$ cat src/rtl/pwm_pkg.sv
package pwm_pkg;
  typedef enum logic {
    SEL_PERIOD = 1'b0,
    SEL_DUTY   = 1'b1
  } reg_sel_e;
endpackage

$ cat src/rtl/pwm_prescaler.sv
module pwm_prescaler #(
  parameter int PRE_W = 2
) (
  input  logic             clk,
  input  logic             rst_n,
  output logic [PRE_W-1:0] pre_q,
  output logic [PRE_W-1:0] pre_nx,
  output logic             tick
);
  // Free-running divider; tick marks the last clock of each timer step
  assign pre_nx = pre_q + PRE_W'(1);
  assign tick   = &pre_q;

  always_ff @(posedge clk or negedge rst_n) begin
    if (!rst_n) pre_q <= '0;
    else        pre_q <= pre_nx;
  end
endmodule

$ cat src/rtl/pwm_timer.sv
module pwm_timer #(
  parameter int PER_W = 8
) (
  input  logic             clk,
  input  logic             rst_n,
  input  logic             tick,
  input  logic [PER_W-1:0] per_act,
  output logic [PER_W-1:0] tmr_q,
  output logic [PER_W-1:0] tmr_nx,
  output logic             wrap
);
  logic at_end;

  assign at_end = (tmr_q == per_act);
  assign wrap   = tick && at_end;

  always_comb begin
    tmr_nx = tmr_q;
    if (tick) tmr_nx = at_end ? '0 : tmr_q + PER_W'(1);
  end

  always_ff @(posedge clk or negedge rst_n) begin
    if (!rst_n) tmr_q <= '0;
    else        tmr_q <= tmr_nx;
  end
endmodule

$ cat src/rtl/pwm_regs.sv
module pwm_regs
  import pwm_pkg::*;
#(
  parameter int PER_W  = 8,
  parameter int DUTY_W = 10
) (
  input  logic              clk,
  input  logic              rst_n,
  input  logic              wr_en,
  input  logic              wr_sel,
  input  logic [DUTY_W-1:0] wr_data,
  input  logic              wrap,
  output logic [PER_W-1:0]  per_act,
  output logic [DUTY_W-1:0] duty_act,
  output logic [DUTY_W-1:0] duty_nx
);
  logic [PER_W-1:0]  per_hold;
  logic [DUTY_W-1:0] duty_hold;
  logic [PER_W-1:0]  per_nx;

  // Holding registers: written at any time
  always_ff @(posedge clk or negedge rst_n) begin
    if (!rst_n) begin
      per_hold  <= '0;
      duty_hold <= '0;
    end else if (wr_en) begin
      if (reg_sel_e'(wr_sel) == SEL_PERIOD) per_hold  <= wr_data[PER_W-1:0];
      else                                   duty_hold <= wr_data;
    end
  end

  // Working registers: copied only at the cycle boundary
  assign per_nx  = wrap ? per_hold  : per_act;
  assign duty_nx = wrap ? duty_hold : duty_act;

  always_ff @(posedge clk or negedge rst_n) begin
    if (!rst_n) begin
      per_act  <= '0;
      duty_act <= '0;
    end else begin
      per_act  <= per_nx;
      duty_act <= duty_nx;
    end
  end
endmodule

$ cat src/rtl/pwm_compare.sv
module pwm_compare #(
  parameter int DUTY_W = 10
) (
  input  logic              clk,
  input  logic              rst_n,
  input  logic [DUTY_W-1:0] ext_nx,
  input  logic [DUTY_W-1:0] duty_nx,
  output logic              pwm_q,
  output logic              frame_q
);
  // Registered from next-state values so the pin lines up with the count
  always_ff @(posedge clk or negedge rst_n) begin
    if (!rst_n) begin
      pwm_q   <= 1'b0;
      frame_q <= 1'b1;
    end else begin
      pwm_q   <= (ext_nx < duty_nx);
      frame_q <= (ext_nx == '0);
    end
  end
endmodule

$ cat src/rtl/pwm_gen.sv
module pwm_gen #(
  parameter int PER_W = 8,
  parameter int PRE_W = 2
) (
  input  logic                   clk,
  input  logic                   rst_n,
  input  logic                   wr_en,
  input  logic                   wr_sel,
  input  logic [PER_W+PRE_W-1:0] wr_data,
  output logic                   pwm_o,
  output logic                   frame_o
);
  localparam int DUTY_W = PER_W + PRE_W;

  logic [PRE_W-1:0]  pre_q, pre_nx;
  logic              tick, wrap;
  logic [PER_W-1:0]  tmr_q, tmr_nx, per_act;
  logic [DUTY_W-1:0] duty_act, duty_nx, ext_nx;

  pwm_prescaler #(.PRE_W(PRE_W)) u_pre (
    .clk(clk), .rst_n(rst_n), .pre_q(pre_q), .pre_nx(pre_nx), .tick(tick)
  );

  pwm_timer #(.PER_W(PER_W)) u_tmr (
    .clk(clk), .rst_n(rst_n), .tick(tick), .per_act(per_act),
    .tmr_q(tmr_q), .tmr_nx(tmr_nx), .wrap(wrap)
  );

  pwm_regs #(.PER_W(PER_W), .DUTY_W(DUTY_W)) u_regs (
    .clk(clk), .rst_n(rst_n), .wr_en(wr_en), .wr_sel(wr_sel),
    .wr_data(wr_data), .wrap(wrap), .per_act(per_act),
    .duty_act(duty_act), .duty_nx(duty_nx)
  );

  assign ext_nx = {tmr_nx, pre_nx};

  pwm_compare #(.DUTY_W(DUTY_W)) u_cmp (
    .clk(clk), .rst_n(rst_n), .ext_nx(ext_nx), .duty_nx(duty_nx),
    .pwm_q(pwm_o), .frame_q(frame_o)
  );
endmodule

$ cat config.mk
export PLATFORM = sky130hd
export DESIGN_NAME = pwm_gen
export DESIGN_NICKNAME = d
export VERILOG_FILES = /design/src/rtl/pwm_pkg.sv /design/src/rtl/pwm_prescaler.sv /design/src/rtl/pwm_timer.sv /design/src/rtl/pwm_regs.sv /design/src/rtl/pwm_compare.sv /design/src/rtl/pwm_gen.sv
export SDC_FILE = /design/constraint.sdc
export NUM_CORES = 1
export LEC_CHECK = 0
export BUFFER_PORTS_ARGS = -buffer_cell sky130_fd_sc_hd__buf_2
export CAP_MARGIN = 10
export CORE_MARGIN = 5
export CORE_UTILIZATION = 44
export DETAILED_ROUTE_END_ITERATION = 10
export HOLD_SLACK_MARGIN = 0.05
export PLACE_DENSITY_LB_ADDON = 0.25
export SETUP_SLACK_MARGIN = 0.3
export SYNTH_ARGS = -nofsm -noshare
export SYNTH_HDL_FRONTEND = slang
export SYNTH_SLANG_ARGS = --single-unit
$ cat constraint.sdc
create_clock -name clk -period 3.3 [get_ports clk]
set_input_delay 0.66 -clock clk [delete_from_list [all_inputs] [get_ports clk]]
set_output_delay 0.66 -clock clk [all_outputs]
set_load 0.02 [all_outputs]
==> metrics.cfg <==
[timing]
fin_ws_ns = 0.471
slew_headroom_pct = 31.8
timing.fmax_mhz = 354
period_needed_ns = 2.83
worst_pin_slew_ns = 1.02
finalSetupTns_ns = 0
fin_worst_skew_ns = 0.00522
setup_viol = 0
drv_slew = 0
hold_violations = 0
rsz0062_at_grt = no
fin_crit_sh_pct = 85.7
hold_slack_ns = 0.489

[global_routing]
grt_max_degree = 49
grt_pass1_wl_um = 6700
grt_pass1_vias = 1404
track_usage_pct = 11.9
gr-total-overflow = 0
antenna_found_initial = 0

[cts]
clock_path_buffers = 2
worst_skew_pair.late_latency_ns = 0.29
htree_levels = 2
ctsHoldBuffers = 0
numCtsBuffers = 5
root_buffer = clkbuf_8
cts.sinks = 48
cts.clk_slew.worst_paths_ns = 0.08
cts_tree = done

[placement]
dpl_cell_area_um2 = 2460
hpwl_um = 2930
place_ws_ns = 0.424
io_buffer_count = 15
place_congestion = 0.789

[finish]
fill_cells = 489
antenna_cells = 0
area_growth_pct = 10.8
post-route-cell-area_um2 = 2600
drive_gt1_share_pct = 28.2
nets = 234

[setup_path]
crit_buf_inv = 2
crit_family = compound AO/OA/AOI/OAI gates
startpoint_type = register
r2r-end = u_cmp.pwm_q
end_kind = register
critPathArrivalTime_ns = 3.06
r2r_start = u_tmr.tmr_q[6]
crit_chain = xnor2_1 > nand4_1 > nor3_4 > buf_12 > mux2_2 > inv_1 > ha_1 > a21oi_1 > o21ai_0 > a221oi_2 > nor3b_1 > a21bo_1
r2r_cells = 12
slowest_delay_ns = 0.46
critPathKind = reg -> reg
worstPathRequired_ns = 3.53
cpMaxStageDelayCell = dfrtp_2
cp_max_fo = 14
rrSetupSlack_ns = 0.47
cp-startpoint = u_tmr.tmr_q[6]

[drt]
wl_um = 4060
ant_nets = 0
drt-vias-per-instance = 5.02
drtPass1Iterations = 4
drt_iter0_drc = 50
route.detailed.drc = 0
vias = 1400
routedWlPerCell_um = 14.5

[yosys]
yosys_register_bits = 48
yosys-top-cells-count = dfrtp_1, mux2_2, nor2_1
synth_area_leaders = dfrtp_1, mux2_2, ha_1, xnor2_1, mux2i_1
synth-edff-count = 0
syn_area_per_cell_um2 = 12.1
yosysWarnings = 0
synth_nets = 220
netlist_area_um2 = 2340
synth_cells = 194
synth_seq_area_share_pct = 51.3
netlist.area_leader.share_pct = 50.2
synth_area_leader_cell = dfrtp_1
synth_cell_type_count = 33
synth.most_common_cell = dfrtp_1
ys.flop_type = dfrtp_1
synthArstFlopShare_pct = 100

[power]
power_density_nw_per_um2 = 689
leakage_nw = 1.16
ir_drop_mv = 0.430

[min_path]
hold_path.class = reg -> reg
hp-start = u_regs.duty_act[4]
hold_end = u_regs.duty_act[4]
hold_depth = 2

[floorplan]
die_x_um = 83.0
die_height_um = 83.0
fp.coreArea_um2 = 5140
dieArea_um2 = 6880
start_util_pct = 45.6
io_pins = 16
rows = 26

[job]
drv_cap = 0

[outcome]
outcome = completed

==> logic make-up after synthesis <==
family,after synthesis,share of synthesized area (%)
AND/OR/NAND/NOR,43,9.40
XOR/XNOR,17,6.36
adder cells (fa/ha/maj),12,6.41
multiplexers,37,17.5
AO/OA/AOI/OAI,15,4.17
buffers and inverters,22,4.81
flip-flops,48,51.3
==> placed cells by master (no fill, tap or decap), types with 2 or more instances in the layout <==
cell,instances
dfrtp_2,5
mux2_1,4
nor3b_1,2
buf_2,15
nand2_1,8
inv_1,10
nor2b_1,2
clkbuf_1,2
nand4_1,4
dfrtp_1,42
o21a_1,2
clkbuf_8,6
xor2_1,7
a21o_1,2
ha_1,12
xnor2_1,10
nand3_1,5
o21ai_0,3
mux2i_1,7
buf_4,2
nor3_1,4
mux2_2,24
a21oi_1,3
nor2_1,14
==> registers in the layout, indices dropped and copies added (netlist names) <==
name / cells
u_pre.pre_q: 2
u_regs.duty_hold: 10
u_tmr.tmr_q: 8
u_cmp.frame_q: 1
u_regs.per_act: 8
u_regs.per_hold: 8
u_cmp.pwm_q: 1
u_regs.duty_act: 10
==> power by group <==
group	switching (mW)	internal, mW	total [mW]
Clock	0.174	0.171	0.345
Sequential	0.138	0.754	0.892
Combinational	0.274	0.278	0.552
==> stage by stage <==
step | util [%] | power (mW) | std cells
after global placement | 47.8 | 1.43 | 269
after global routing | 50.5 | 1.92 | 279
after floorplan | - | 1.32 | 194
final | 50.5 | 1.79 | 279
after detailed placement | 47.8 | 1.44 | 269
after CTS | 49.6 | 1.79 | 277
==> worst min-delay path: stages (launching register included) <==
cell,delay [ns]
dfrtp_1,0.32
mux2i_1,0.08
inv_1,0.06
==> layer usage <==
metal,up-vias,track usage [%],share of wire [%],wire length [um]
met4,0,3.57,1.5,62
met2,17,18.2,44,1800
met1,682,16.8,52,2090
met3,7,2.77,2.5,102
li1,694,-,-,-
met5,-,0,0,0
==> how the worst max path moves through the flow <==
| stage | cells past startpoint | end |
|---|---|---|
| after floorplan | 12 | u_cmp.pwm_q |
| after global placement | 11 | u_cmp.pwm_q |
| after detailed placement | 12 | u_cmp.pwm_q |
| after CTS | 12 | u_cmp.pwm_q |
| after global routing | 12 | u_cmp.pwm_q |
| final | 12 | u_cmp.pwm_q |
==> cell type report <==
cell class	instances	area [um^2]	share of cell area [%]
Tap cell	70	87.6	3.37
Inverter	10	37.5	1.45
Multi-Input combinational cell	124	1040	40.0
Sequential cell	48	1210	46.6
Clock buffer	8	90.1	3.47
Timing Repair Buffer	19	135	5.20
==> what timing repair did <==
action	4_1_cts	5_1_grt
buffers inserted	0	1
gates resized for setup	0	8
hold endpoints to repair	0	0
endpoints found under the setup margin	0	1
No activity file was read; power rests on OpenSTA's default activity.
